$ cat config.mk
export PLATFORM = sky130hd
export DESIGN_NAME = periph_port
export DESIGN_NICKNAME = d
export VERILOG_FILES = /design/src/rtl/periph_port_pkg.sv /design/src/rtl/periph_port_regs.sv /design/src/rtl/periph_port_seq.sv /design/src/rtl/periph_port_pinmux.sv /design/src/rtl/periph_port.sv
export SDC_FILE = /design/constraint.sdc
export NUM_CORES = 1
export LEC_CHECK = 0
export BUFFER_PORTS_ARGS = -buffer_cell sky130_fd_sc_hd__buf_4
export CAP_MARGIN = 30
export CELL_PAD_IN_SITES_DETAIL_PLACEMENT = 0
export CELL_PAD_IN_SITES_GLOBAL_PLACEMENT = 2
export CORE_MARGIN = 3
export CORE_UTILIZATION = 34
export CTS_BUF_LIST = sky130_fd_sc_hd__clkbuf_16
export DETAILED_ROUTE_END_ITERATION = 16
export PLACE_DENSITY = 0.78
export SYNTH_ARGS = -nofsm -noshare
export SYNTH_HDL_FRONTEND = slang
export SYNTH_SLANG_ARGS = --single-unit
$ cat constraint.sdc
create_clock -name clk -period 2.25 [get_ports clk]
set_input_delay 0.225 -clock clk [delete_from_list [all_inputs] [get_ports clk]]
set_output_delay 0.225 -clock clk [all_outputs]
set_load 0.005 [all_outputs]
$ cat src/rtl/periph_port_pkg.sv
package periph_port_pkg;
   localparam int PIN_N  = 11;
   localparam int AD_W   = 8;
   localparam int DIR_W  = 6;

   typedef enum logic [1:0] {
      REG_CTRL = 2'd0,
      REG_ADDR = 2'd1,
      REG_DATA = 2'd2,
      REG_NONE = 2'd3
   } reg_sel_e;

   typedef enum logic [2:0] {
      PH_IDLE,
      PH_LATCH,
      PH_HOLD,
      PH_TURN,
      PH_STROBE,
      PH_END
   } phase_e;
endpackage

$ cat src/rtl/periph_port_regs.sv
module periph_port_regs
   import periph_port_pkg::*;
#(
   parameter int SETTLE_CYC = 2
) (
   input  logic             clk,
   input  logic             rst_n,
   input  logic             host_wr,
   input  logic             host_rd,
   input  reg_sel_e         sel,
   input  logic [AD_W-1:0]  wdata,
   input  logic             busy,
   output logic             mode,
   output logic [DIR_W-1:0] dir_bits,
   output logic [AD_W-1:0]  addr_q,
   output logic [AD_W-1:0]  data_q,
   output logic             settle,
   output logic             start_wr,
   output logic             start_rd
);
   localparam int SET_W = $clog2(SETTLE_CYC + 1);

   generate
      if (SETTLE_CYC < 1) begin : g_bad_settle
         $error("SETTLE_CYC must be at least 1");
      end
   endgenerate

   logic [SET_W-1:0] settle_cnt;
   logic             wr_ok;
   logic             unused_ctrl_bit;

   assign unused_ctrl_bit = wdata[6];
   assign wr_ok    = host_wr & ~busy;
   assign settle   = (settle_cnt != '0);
   assign start_wr = wr_ok & mode & ~settle & (sel == REG_DATA);
   assign start_rd = host_rd & ~busy & mode & ~settle & (sel == REG_DATA);

   always_ff @(posedge clk or negedge rst_n) begin
      if (!rst_n) begin
         mode       <= 1'b0;
         dir_bits   <= '0;
         addr_q     <= '0;
         data_q     <= '0;
         settle_cnt <= '0;
      end else begin
         if (settle_cnt != '0) settle_cnt <= settle_cnt - 1'b1;
         if (wr_ok) begin
            case (sel)
               REG_CTRL: begin
                  dir_bits <= wdata[DIR_W-1:0];
                  mode     <= wdata[7];
                  if (wdata[7] != mode) settle_cnt <= SET_W'(SETTLE_CYC);
               end
               REG_ADDR: addr_q <= wdata;
               REG_DATA: data_q <= wdata;
               default: ;
            endcase
         end
      end
   end

   AST_BUSY_WRITES_DROPPED: assert property (@(posedge clk) disable iff (!rst_n)
      (busy && host_wr) |=> ($stable(addr_q) && $stable(data_q) && $stable(mode)));
   AST_SWITCH_SETTLES: assert property (@(posedge clk) disable iff (!rst_n)
      (host_wr && !busy && sel == REG_CTRL && wdata[7] != mode) |=> settle);
endmodule

$ cat src/rtl/periph_port_seq.sv
module periph_port_seq
   import periph_port_pkg::*;
#(
   parameter int LATCH_CYC  = 2,
   parameter int STROBE_CYC = 4
) (
   input  logic            clk,
   input  logic            rst_n,
   input  logic            start_wr,
   input  logic            start_rd,
   input  logic [AD_W-1:0] pin_ad,
   output phase_e          phase,
   output logic            is_read,
   output logic            busy,
   output logic [AD_W-1:0] rdata_q
);
   localparam int MAX_CYC = (LATCH_CYC > STROBE_CYC) ? LATCH_CYC : STROBE_CYC;
   localparam int CNT_W   = $clog2(MAX_CYC + 1);

   generate
      if (LATCH_CYC < 1 || STROBE_CYC < 1) begin : g_bad_len
         $error("phase lengths must be at least 1");
      end
   endgenerate

   logic [CNT_W-1:0] cnt;

   assign busy = (phase != PH_IDLE);

   always_ff @(posedge clk or negedge rst_n) begin
      if (!rst_n) begin
         phase   <= PH_IDLE;
         cnt     <= '0;
         is_read <= 1'b0;
         rdata_q <= '0;
      end else begin
         case (phase)
            PH_IDLE: if (start_wr || start_rd) begin
               phase   <= PH_LATCH;
               cnt     <= CNT_W'(LATCH_CYC - 1);
               is_read <= start_rd & ~start_wr;
            end
            PH_LATCH: begin
               if (cnt == '0) phase <= PH_HOLD;
               else cnt <= cnt - 1'b1;
            end
            PH_HOLD: phase <= PH_TURN;
            PH_TURN: begin
               phase <= PH_STROBE;
               cnt   <= CNT_W'(STROBE_CYC - 1);
            end
            PH_STROBE: begin
               if (cnt == '0) begin
                  phase <= PH_END;
                  if (is_read) rdata_q <= pin_ad;
               end else begin
                  cnt <= cnt - 1'b1;
               end
            end
            default: phase <= PH_IDLE;
         endcase
      end
   end

   AST_START_RAISES_BUSY: assert property (@(posedge clk) disable iff (!rst_n)
      ((start_wr || start_rd) && !busy) |=> busy);
endmodule

$ cat src/rtl/periph_port_pinmux.sv
module periph_port_pinmux
   import periph_port_pkg::*;
#(
   parameter int STROBE_CYC = 4
) (
   input  logic             clk,
   input  logic             rst_n,
   input  logic             mode,
   input  logic             settle,
   input  logic [DIR_W-1:0] dir_bits,
   input  logic [AD_W-1:0]  addr_q,
   input  logic [AD_W-1:0]  data_q,
   input  phase_e           phase,
   input  logic             is_read,
   output logic [PIN_N-1:0] cfg_oe,
   output logic [PIN_N-1:0] pin_out,
   output logic [PIN_N-1:0] pin_oe
);
   localparam int PAIRS = AD_W / 2;
   localparam int RUN_W = $clog2(STROBE_CYC + 2);

   genvar g;
   generate
      for (g = 0; g < PAIRS; g++) begin : g_pair
         assign cfg_oe[2*g+1:2*g] = {2{dir_bits[g]}};
      end
   endgenerate
   assign cfg_oe[AD_W]              = dir_bits[PAIRS];
   assign cfg_oe[PIN_N-1:AD_W+1]    = {2{dir_bits[PAIRS+1]}};

   logic [PIN_N-1:0] gpio_out, bus_out, bus_oe;
   logic             ale, rd_n, wr_n, ad_drv, show_addr;

   assign gpio_out  = {data_q[2:0], addr_q};
   assign show_addr = (phase == PH_LATCH) || (phase == PH_HOLD);
   assign ale       = (phase == PH_LATCH);
   assign rd_n      = ~((phase == PH_STROBE) && is_read);
   assign wr_n      = ~((phase == PH_STROBE) && !is_read);
   assign ad_drv    = show_addr ||
                      (!is_read && (phase == PH_TURN || phase == PH_STROBE));
   assign bus_out   = {wr_n, rd_n, ale, show_addr ? addr_q : data_q};
   assign bus_oe    = {3'b111, {AD_W{ad_drv}}};

   always_comb begin
      if (settle)    pin_oe = '0;
      else if (mode) pin_oe = bus_oe;
      else           pin_oe = cfg_oe;
      pin_out = mode ? bus_out : gpio_out;
   end

   logic             strobe_low;
   logic [RUN_W-1:0] low_run;
   assign strobe_low = mode && ((pin_oe[9] && !pin_out[9]) || (pin_oe[10] && !pin_out[10]));

   always_ff @(posedge clk or negedge rst_n) begin
      if (!rst_n)          low_run <= '0;
      else if (strobe_low) low_run <= low_run + 1'b1;
      else                 low_run <= '0;
   end

   AST_FLOAT_WHILE_SETTLE: assert property (@(posedge clk) disable iff (!rst_n)
      settle |-> (pin_oe == '0));
   AST_STROBES_EXCLUSIVE: assert property (@(posedge clk) disable iff (!rst_n)
      mode |-> !(pin_oe[9] && pin_oe[10] && !pin_out[9] && !pin_out[10]));
   AST_LATCH_WITH_ADDR: assert property (@(posedge clk) disable iff (!rst_n)
      (mode && pin_oe[8] && pin_out[8]) |-> (pin_oe[7:0] == 8'hFF));
   AST_READ_RELEASES_BUS: assert property (@(posedge clk) disable iff (!rst_n)
      (mode && pin_oe[9] && !pin_out[9]) |-> (pin_oe[7:0] == 8'h00));
   AST_STROBE_WIDTH: assert property (@(posedge clk) disable iff (!rst_n)
      (low_run != '0 && !strobe_low) |-> (low_run == RUN_W'(STROBE_CYC)));
endmodule

$ cat src/rtl/periph_port.sv
module periph_port
   import periph_port_pkg::*;
#(
   parameter int SETTLE_CYC = 2,
   parameter int LATCH_CYC  = 2,
   parameter int STROBE_CYC = 4
) (
   input  logic        clk,
   input  logic        rst_n,
   input  logic        host_wr,
   input  logic        host_rd,
   input  logic [1:0]  host_sel,
   input  logic [7:0]  host_wdata,
   output logic [7:0]  host_rdata,
   output logic        busy,
   input  logic [10:0] pin_in,
   output logic [10:0] pin_out,
   output logic [10:0] pin_oe
);
   reg_sel_e         sel;
   logic             mode, settle, start_wr, start_rd, is_read;
   logic [DIR_W-1:0] dir_bits;
   logic [AD_W-1:0]  addr_q, data_q, rdata_q;
   logic [PIN_N-1:0] cfg_oe, level;
   phase_e           phase;

   assign sel = reg_sel_e'(host_sel);

   periph_port_regs #(.SETTLE_CYC(SETTLE_CYC)) u_regs (
      .clk(clk), .rst_n(rst_n), .host_wr(host_wr), .host_rd(host_rd),
      .sel(sel), .wdata(host_wdata), .busy(busy), .mode(mode),
      .dir_bits(dir_bits), .addr_q(addr_q), .data_q(data_q),
      .settle(settle), .start_wr(start_wr), .start_rd(start_rd)
   );

   periph_port_seq #(.LATCH_CYC(LATCH_CYC), .STROBE_CYC(STROBE_CYC)) u_seq (
      .clk(clk), .rst_n(rst_n), .start_wr(start_wr), .start_rd(start_rd),
      .pin_ad(pin_in[AD_W-1:0]), .phase(phase), .is_read(is_read),
      .busy(busy), .rdata_q(rdata_q)
   );

   periph_port_pinmux #(.STROBE_CYC(STROBE_CYC)) u_pinmux (
      .clk(clk), .rst_n(rst_n), .mode(mode), .settle(settle),
      .dir_bits(dir_bits), .addr_q(addr_q), .data_q(data_q),
      .phase(phase), .is_read(is_read), .cfg_oe(cfg_oe),
      .pin_out(pin_out), .pin_oe(pin_oe)
   );

   assign level = (cfg_oe & {data_q[2:0], addr_q}) | (~cfg_oe & pin_in);

   always_comb begin
      case (sel)
         REG_CTRL: host_rdata = {mode, 1'b0, dir_bits};
         REG_ADDR: host_rdata = mode ? addr_q : level[AD_W-1:0];
         REG_DATA: host_rdata = mode ? rdata_q : {5'b0, level[PIN_N-1:AD_W]};
         default:  host_rdata = '0;
      endcase
   end

   AST_GPIO_NEVER_BUSY: assert property (@(posedge clk) disable iff (!rst_n)
      (!mode && !busy) |=> !busy);
endmodule

==> results of run 1 <==
-- worst max-delay path by stage --
stage	start	endpoint	slack [ns]	cells after the start
floorplan	u_seq.phase[1]	pin_oe[1]	0.47	6
global placement	u_seq.phase[1]	u_regs.dir_bits[4]	0.28	5
detailed placement	u_seq.phase[0]	pin_oe[4]	0.27	5
CTS	u_seq.phase[0]	pin_oe[4]	0.07	5
global route	u_seq.phase[2]	pin_oe[4]	0.03	5
finish	u_seq.phase[2]	pin_oe[4]	0.13	5
-- flip-flops by register name (all words and copies together), names as in the netlist --
signal             flops
u_regs.addr_q          8
u_regs.data_q          8
u_seq.rdata_q          8
u_regs.dir_bits        6
u_seq.cnt              3
u_seq.phase            3
u_regs.settle_cnt      2
u_regs.mode            1
u_seq.is_read          1
-- worst reg2reg max path, cell delays in order (launching register included) --
cell and delay (ns):
dfrtp_1 0.42, buf_4 0.20, nor3_4 0.31, nand2_1 0.16
nor3_4 0.37, mux2_2 0.39
-- final cells by class --
class	count	area, sq um	area share (%)
multi-input combinational	143	1171	39.80
sequential	40	1002	34.06
timing repair buffer	64	483.0	16.41
clock buffer	5	125.1	4.252
tap	77	96.34	3.274
clock inverter	3	42.54	1.446
inverter	6	22.52	0.7653
-- routing by layer --
metal | share of wire (%) | wire (um) | vias to the layer above | track usage (%)
met5 | 0 | 0 | - | 0
li1 | - | - | 849 | -
met3 | 4.6 | 272 | 5 | 3.198
met4 | 1.0 | 62 | 0 | 3.766
met2 | 48 | 2832 | 36 | 25.82
met1 | 46 | 2751 | 861 | 22.11
-- repair_timing --
item                                    in CTS  in global routing
hold buffers                                 1                  0
buffers inserted                             0                  1
hold endpoints to repair                    40                  0
resized for setup                            1                  2
pin swaps                                    0                  2
endpoints found under the setup margin       4                  5
-- per-stage QoR --
step	worst slack (ns)	utilization, %	cell area (sq um)	instances	hold WS [ns]
global placement	0.2822	42.88	2754	328	0.2434
detailed placement	0.2726	42.88	2754	328	0.2462
floorplan	0.4718	-	2271	201	-0.07059
global route	0.02624	45.82	2943	338	0.1686
CTS	0.07202	45.65	2932	337	0.1613
finish	0.1315	45.82	2943	338	0.1578
-- cell usage after synthesis --
library cell / instances / area [sq um]
a2111oi_4: 1 / 27.53
a211oi_1: 1 / 7.510
a21o_1: 3 / 22.52
a21oi_1: 6 / 30.03
a22oi_1: 3 / 22.52
a31oi_1: 3 / 18.77
and2_1: 3 / 18.77
and3_1: 1 / 6.260
buf_2: 3 / 15.01
buf_4: 6 / 45.04
buf_6: 1 / 11.26
clkbuf_1: 2 / 7.510
dfrtp_1: 40 / 1001
ha_1: 2 / 25.02
inv_1: 6 / 22.52
mux2_2: 41 / 461.7
mux2i_1: 14 / 140.1
nand2_1: 8 / 30.03
nand2b_1: 2 / 12.51
nand3_1: 2 / 10.01
nand4_1: 3 / 18.77
nor2_1: 17 / 63.81
nor2b_1: 2 / 12.51
nor3_4: 2 / 32.53
nor3b_1: 2 / 15.01
nor4_1: 1 / 6.260
nor4bb_1: 1 / 10.01
o21a_1: 2 / 15.01
o21ai_0: 6 / 30.03
o21ai_2: 1 / 8.760
o22a_2: 1 / 10.01
o22ai_1: 7 / 43.79
o2bb2ai_1: 1 / 8.760
o32ai_1: 2 / 17.52
or2_2: 1 / 6.260
or2b_1: 1 / 7.510
or3b_4: 1 / 11.26
xnor2_1: 2 / 17.52
-- cells in the final DEF, fill, tap and decap left out, types with 5 or more instances in the layout --
| cell | n |
|---|---|
| nand2_1 | 8 |
| mux2_2 | 41 |
| inv_1 | 6 |
| o21ai_0 | 5 |
| nor2_1 | 16 |
| clkbuf_16 | 5 |
| buf_4 | 63 |
| mux2i_1 | 14 |
| dfrtp_1 | 39 |
| o22ai_1 | 7 |
| a21oi_1 | 6 |
-- power groups by stage --
stage	sequential (mW)	combinational (mW)	clock, mW
floorplan	1.22	1.51	0
global placement	1.36	2.29	0
detailed placement	1.37	2.30	0
CTS	1.36	2.32	0.822
global route	1.42	2.53	0.854
finish	1.36	2.30	0.811
-- cell families (layout without fill, tap and decap cells) --
group           Yosys count  count (layout)  share of synthesized area [%]
mux                      55              55                          26.50
simple gates             47              47                          11.52
flops                    40              40                          44.08
compound gates           37              37                          11.57
buf+inv                  18              78                          4.462
fa+ha+maj                 2               2                          1.102
xor+xnor                  2               2                         0.7715
==> reports/metrics.cfg, run 1 <==
[pwr]
p_seq_share_pct = 30.4
power_density_nw_per_um2 = 1517
combPwrFrac_pct = 51.5
p_leak_nw = 1.345
internal-power_mw = 2.889
switching_share_pct = 35.29
clkPwrFrac_pct = 18.2
p_switching_mw = 1.576
power_mw = 4.465
ir_drop_uv = 542.8

[detailed_routing]
vias_per_cell = 5.180
wirelength_um = 5918
route.detailed.drc = 0
drt-initial-drc-count = 60
ant_nets = 0
firstDrtPassIters = 4
wl_per_cell_um = 17.51
num_vias = 1751

[timing]
finalSetupTns_ns = 0
setup_viol = 0
rsz0062_at_grt = no
worst_pin_slew_ns = 0.5243
fin_crit_sh_pct = 94.16
max_freq_mhz = 472.0
hold_violations = 0
max-slew-margin-rel_pct = 65.05
finalMaxSlewViolations = 0
worst_clock_skew_ns = 0.003936
fin_crit_ns = 2.119

[die]
std_cell_rows = 29
die_height_um = 87.73
die_area_sq_um = 7696
initial_utilization_pct = 35.36
io_pins = 56
die_w_um = 87.73
core_area_sq_um = 6422

[worst_setup_path]
cpMaxStageDelayCell = dfrtp_1
cp_max_fo = 6
start_kind = register
path_buf_inv = 1
cp_cell_sequence = or3b_4 -> a21oi_1 -> o21ai_1 -> nor2_1 -> buf_4
rr_startpoint = u_seq.phase[1]
rr_worst_depth = 5
worst_ep_required_time_ns = 2.03
worstPathArrival_ns = 1.89
worst-r2r-setup-slack_ns = 0.30
crit_family = simple AND/OR/NAND/NOR gates
reg2reg_to = u_regs.dir_bits[2]
path_class = reg2out
end_kind = output pin
slowest_delay_ns = 0.47

[place]
hpwl_um = 4450
numPortBuffers = 55
place.gp.congestion = 0.8168

[logic_synthesis]
ys_seq_area_share_pct = 44.08
synthesis.nets = 228
syn_area_sq_um = 2271
synth_seq_cells = 40
synthCells = 201
yosysUniqueCellTypes = 38
syn_area_per_cell_sq_um = 11.30
yosysWarnings = 0

[hold_path]
min_path_cells = 2
min_from = host_wr
hold_path_end = u_seq.is_read
hp-class = in2reg

[clock_tree]
cts_tree = done
worstSkewPairLatency_ns = 0.28
htreeDepth = 2
cts.clk_slew.worst_paths_ns = 0.06
clock_sink_count = 40
numCtsBuffers = 5
root_buffer = clkbuf_16
clk_path_buf_depth = 2

[grt]
overflow = 0
grt_use_total_pct = 15.98
antenna_found_initial = 0
grt_max_degree = 41
grt_pass1_vias = 1747
grt_pass1_wl_um = 9232

[final_layout]
area_delta_synth_final_pct = 29.59
num_antenna_cells = 0
drive_gt1_share_pct = 45.98
fillCellCount = 649
fin_nets = 287

[run]
maxCapViolations = 0

[outcome]
status = complete, no violations

(Power assumes the default switching activity.)
==> run 2: changes to the inputs <==
==> constraint.sdc (replaced) <==
create_clock -name clk -period 2.15 [get_ports clk]
set_input_delay 0.215 -clock clk [delete_from_list [all_inputs] [get_ports clk]]
set_output_delay 0.215 -clock clk [all_outputs]
set_load 0.005 [all_outputs]
==> reports/metrics.cfg, run 2 (synthesis results as in run 1) <==
[die]
std_cell_rows = 29
die_area_sq_um = 7696
die_height_um = 87.73
io_pins = 56
core_area_sq_um = 6422
die_w_um = 87.73
initial_utilization_pct = 35.36

[pwr]
ir_drop_uv = 577.4
p_seq_share_pct = 30.0
switching_share_pct = 35.83
clkPwrFrac_pct = 18.7
power_density_nw_per_um2 = 1602
p_switching_mw = 1.698
combPwrFrac_pct = 51.3
internal-power_mw = 3.042
p_leak_nw = 1.349

[detailed_routing]
route.detailed.drc = 0
drt-initial-drc-count = 73
vias_per_cell = 5.239
firstDrtPassIters = 6
ant_nets = 0
num_vias = 1776
wl_per_cell_um = 17.81
wirelength_um = 6038

[final_layout]
final_cell_mix = buf_4, mux2_2, dfrtp_1
reg.largest.list = u_regs.addr_q: 8 flops, u_regs.data_q: 8 flops, u_seq.rdata_q: 8 flops
area_delta_synth_final_pct = 30.30
num_antenna_cells = 0
fin_nets = 288
multi_input_area_sq_um = 1175
regArea_sq_um = 1003
fin_util_pct = 46.07
fillCellCount = 642
drive_gt1_share_pct = 47.33
layout_commonest_cell = buf_4

[grt]
globalRoute.busiestLayer = met2
antenna_found_initial = 0
grtUsageMet1_pct = 23.17
grt_util_met3_pct = 3.104
grt_pass1_wl_um = 9646
overflow = 0
grt_use_met2_pct = 25.75
grt_pass1_vias = 1785
grt_use_total_pct = 16.44
grt_max_degree = 41

[worst_setup_path]
end_kind = output pin
path_class = reg2out
cpMaxStageDelayCell = dfrtp_2
worst_ep_required_time_ns = 1.93
cp_cell_sequence = xnor2_1 -> o21ai_2 -> buf_4 -> mux2_2 -> buf_4
crit_path_frequent_cell = buf_4
crit_family = flip-flops
path_buf_inv = 2
start_kind = register
cp_max_fo = 9
worstPathArrival_ns = 1.85
worst-r2r-setup-slack_ns = 0.19
slowest_delay_ns = 0.48

[outcome]
status = complete, no violations

[timing]
finalMaxSlewViolations = 0
finalSetupTns_ns = 0
worst_pin_slew_ns = 0.5537
hold_violations = 0
worst_clock_skew_ns = 0.002307
setup_viol = 0
fin_crit_ns = 2.070
rsz0062_at_grt = no
max-slew-margin-rel_pct = 63.08
max_freq_mhz = 483.1
fin_crit_sh_pct = 96.27

[clock_tree]
worstSkewPairLatency_ns = 0.28
clock_sink_count = 40
cts_tree = done
clk_path_buf_depth = 2
htreeDepth = 2
cts.clk_slew.worst_paths_ns = 0.06
root_buffer = clkbuf_16
numCtsBuffers = 5

[hold_path]
hp-class = in2reg

[place]
hpwl_um = 4402
place.gp.congestion = 0.8332
numPortBuffers = 55

[run]
maxCapViolations = 0

[run 2: cell count changes in the layout (fill, tap and decap cells not counted), sizes merged]
cell / before / now
clkinv: 2 / 0
buf: 63 / 64
clkinvlp: 0 / 1
inv: 6 / 7
[run 2: layer usage]
metal | share of wire [%] | routed length [um]
met5 | 0 | 0
met3 | 4.1 | 246
met2 | 46 | 2784
met4 | 1.1 | 69
met1 | 49 | 2938
[run 2: per-stage QoR]
| stage | setup slack, ns | power [mW] | hold slack (ns) | instances | instance area, sq um |
|---|---|---|---|---|---|
| floorplan | 0.3818 | 2.858 | -0.08059 | 201 | 2271 |
| global placement | 0.1941 | 3.818 | 0.2406 | 328 | 2754 |
| detailed placement | 0.1812 | 3.832 | 0.2399 | 328 | 2754 |
| CTS | 0.005558 | 4.766 | 0.1500 | 339 | 2950 |
| global route | 0.02288 | 5.083 | 0.1541 | 339 | 2959 |
| finish | 0.08018 | 4.740 | 0.1538 | 339 | 2959 |
[run 2: worst paths after layout]
| path | startpoint | depth (start not counted) | end |
|---|---|---|---|
| worst max-delay path | u_seq.phase[0] | 5 | pin_out[5] |
| worst min-delay path | host_wr | 2 | u_seq.is_read |
| worst max register to register | u_seq.phase[1] | 5 | u_regs.dir_bits[4] |
| worst min register to register | u_regs.settle_cnt[0] | 1 | u_regs.settle_cnt[0] |
| max in group asynchronous | rst_n | 2 | u_seq.phase[0] |
| min in group asynchronous | rst_n | 2 | u_seq.rdata_q[6] |
[run 2: timing repair]
item / in CTS / in global routing
endpoints found under the setup margin: 13 / 17
pin swaps: 1 / 2
hold endpoints to repair: 40 / 0
resized for setup: 1 / 4
hold buffers: 1 / 0
buffers inserted: 2 / 0
[run 2: cell type report]
class,instances,share of cell area (%)
Multi-Input combinational cell,143,39.70
Sequential cell,40,33.91
Timing Repair Buffer,65,16.58
Clock buffer,5,4.228
Tap cell,77,3.256
Clock inverter,3,1.564
Inverter,6,0.7611
[run 2: worst register-to-register path, delay by kind of cell, from the launching register on]
| family | cells | cell delay, ns |
|---|---|---|
| buffers and inverters | 1 | 0.20 |
| flip-flops | 1 | 0.45 |
| multiplexers | 1 | 0.38 |
| AND/OR/NAND/NOR | 3 | 0.82 |
[run 2: power by group through the flow]
stage                     logic [mW]  clock network [mW]  registers, mW
after global placement          2.39                   0           1.43
after floorplan                 1.58                   0           1.28
final                           2.43               0.885           1.42
after CTS                       2.45               0.895           1.42
after detailed placement        2.40                   0           1.43
after global routing            2.67               0.930           1.48
==> run 3: changes to the inputs <==
--- a/config.mk
+++ b/config.mk
@@ -14,6 +14,7 @@
 export CTS_BUF_LIST = sky130_fd_sc_hd__clkbuf_16
 export DETAILED_ROUTE_END_ITERATION = 16
 export PLACE_DENSITY = 0.78
+export RECOVER_POWER = 25
 export SYNTH_ARGS = -nofsm -noshare
 export SYNTH_HDL_FRONTEND = slang
 export SYNTH_SLANG_ARGS = --single-unit
==> reports/metrics.cfg, run 3 (synthesis results as in run 1) <==
[worst_setup_path]
end_kind = output pin
cp_max_fo = 9
worstPathArrival_ns = 1.86
worst_ep_required_time_ns = 1.93
start_kind = register
path_class = reg2out

[die]
std_cell_rows = 29
die_area_sq_um = 7696
die_height_um = 87.73
core_area_sq_um = 6422
io_pins = 56
initial_utilization_pct = 35.36
die_w_um = 87.73

[timing]
finalMaxSlewViolations = 0
finalSetupTns_ns = 0
max_freq_mhz = 483.1
worst_clock_skew_ns = 0.002376
rsz0062_at_grt = no
fin_hold_ws_ns = 0.1537
worst_pin_slew_ns = 1.071
max-slew-margin-rel_pct = 28.57
setup_viol = 0
hold_violations = 0
fin_crit_ns = 2.070
fin_ws_ns = 0.07995
fin_crit_sh_pct = 96.28

[clock_tree]
clock_sink_count = 40
worstSkewPairLatency_ns = 0.28
cts_tree = done
htreeDepth = 2
numCtsBuffers = 5
cts.clk_slew.worst_paths_ns = 0.06
clk_path_buf_depth = 2
root_buffer = clkbuf_16

[place]
numPortBuffers = 55
place.gp.congestion = 0.8332
hpwl_um = 4402
post-place-cells = 328
dp_slack_ns = 0.1812

[grt]
overflow = 0
grt_pass1_wl_um = 9646
grt_pass1_vias = 1785
grt_max_degree = 41
antenna_found_initial = 0
grt_use_total_pct = 16.44

[final_layout]
final_cell_mix = buf_4, mux2_2, dfrtp_1
fillCellCount = 643
area_delta_synth_final_pct = 30.19
layout_commonest_cell = buf_4
regArea_sq_um = 1003
fin_nets = 288
num_antenna_cells = 0
layoutNonFillerInstCount = 339
reg.largest.list = u_regs.addr_q: 8 flops, u_regs.data_q: 8 flops, u_seq.rdata_q: 8 flops
multi_input_area_sq_um = 1175
drive_gt1_share_pct = 47.33

[pwr]
p_leak_nw = 1.348
internal-power_mw = 3.041
p_seq_share_pct = 30.0
combPwrFrac_pct = 51.3
clkPwrFrac_pct = 18.7
ir_drop_uv = 577.5
power_density_nw_per_um2 = 1603
p_switching_mw = 1.698
switching_share_pct = 35.83

[hold_path]
hp-class = in2reg

[run]
maxCapViolations = 0

[detailed_routing]
route.detailed.drc = 0
num_vias = 1780
vias_per_cell = 5.251
wl_per_cell_um = 17.81
firstDrtPassIters = 7
drt-initial-drc-count = 73
ant_nets = 0
wirelength_um = 6037

[outcome]
status = complete, no violations

run 3: changes by cell type in the layout (fill, tap and decap cells not counted), sizes merged:
cell    change
buf         -1
clkbuf      +1
run 3: power groups by stage:
| stage | Clock, mW | Combinational, mW | Sequential [mW] |
|---|---|---|---|
| 2_1_floorplan | 0 | 1.58 | 1.28 |
| 3_3_place_gp | 0 | 2.39 | 1.43 |
| 3_5_place_dp | 0 | 2.40 | 1.43 |
| 4_1_cts | 0.895 | 2.45 | 1.42 |
| 5_1_grt | 0.930 | 2.67 | 1.48 |
| 6_report | 0.885 | 2.43 | 1.42 |
run 3: worst paths after layout:
path	start	slack, ns	depth (start not counted)	endpoint
worst min register to register	u_regs.settle_cnt[0]	0.47	1	u_regs.settle_cnt[0]
worst max register to register	u_seq.phase[1]	0.19	5	u_regs.dir_bits[2]
worst max-delay path	u_seq.phase[0]	0.08	5	pin_out[5]
max in group asynchronous	rst_n	0.76	2	u_seq.phase[0]
min in group asynchronous	rst_n	0.66	2	u_seq.rdata_q[3]
worst min-delay path	host_wr	0.15	2	u_seq.is_read
run 3: layout make-up:
class | instances | area share (%)
clock buffer | 5 | 4.232
clock inverter | 3 | 1.566
inverter | 6 | 0.7617
multi-input combinational | 143 | 39.74
sequential | 40 | 33.94
tap | 77 | 3.259
timing repair buffer | 65 | 16.50
run 3: metrics by stage:
stage | total power [mW] | cell area (sq um) | util [%]
2_1_floorplan | 2.858 | 2271 | -
3_3_place_gp | 3.818 | 2754 | 42.88
3_5_place_dp | 3.832 | 2754 | 42.88
4_1_cts | 4.766 | 2950 | 45.94
5_1_grt | 5.082 | 2957 | 46.04
6_report | 4.739 | 2957 | 46.04
run 3: repair_timing:
item / CTS / global route
resized for setup: 1 / 4
pin swaps: 1 / 2
setup endpoints to repair: 13 / 17
hold buffers: 1 / 0
buffers inserted: 2 / 0
endpoints found under the hold margin: 40 / 0
run 3: layer usage:
metal / up-vias / global-route usage [%] / share of wire [%]
met5: - / 0 / 0
met4: 0 / 4.742 / 1.1
met3: 5 / 3.104 / 4.0
met2: 39 / 25.75 / 46
met1: 881 / 23.17 / 49
li1: 855 / - / -
run 3: critical path, stage by stage (launching register included):
cell and delay, ns:
dfrtp_2 0.48, xnor2_1 0.16, o21ai_2 0.24, buf_4 0.21
mux2_2 0.34, buf_4 0.13
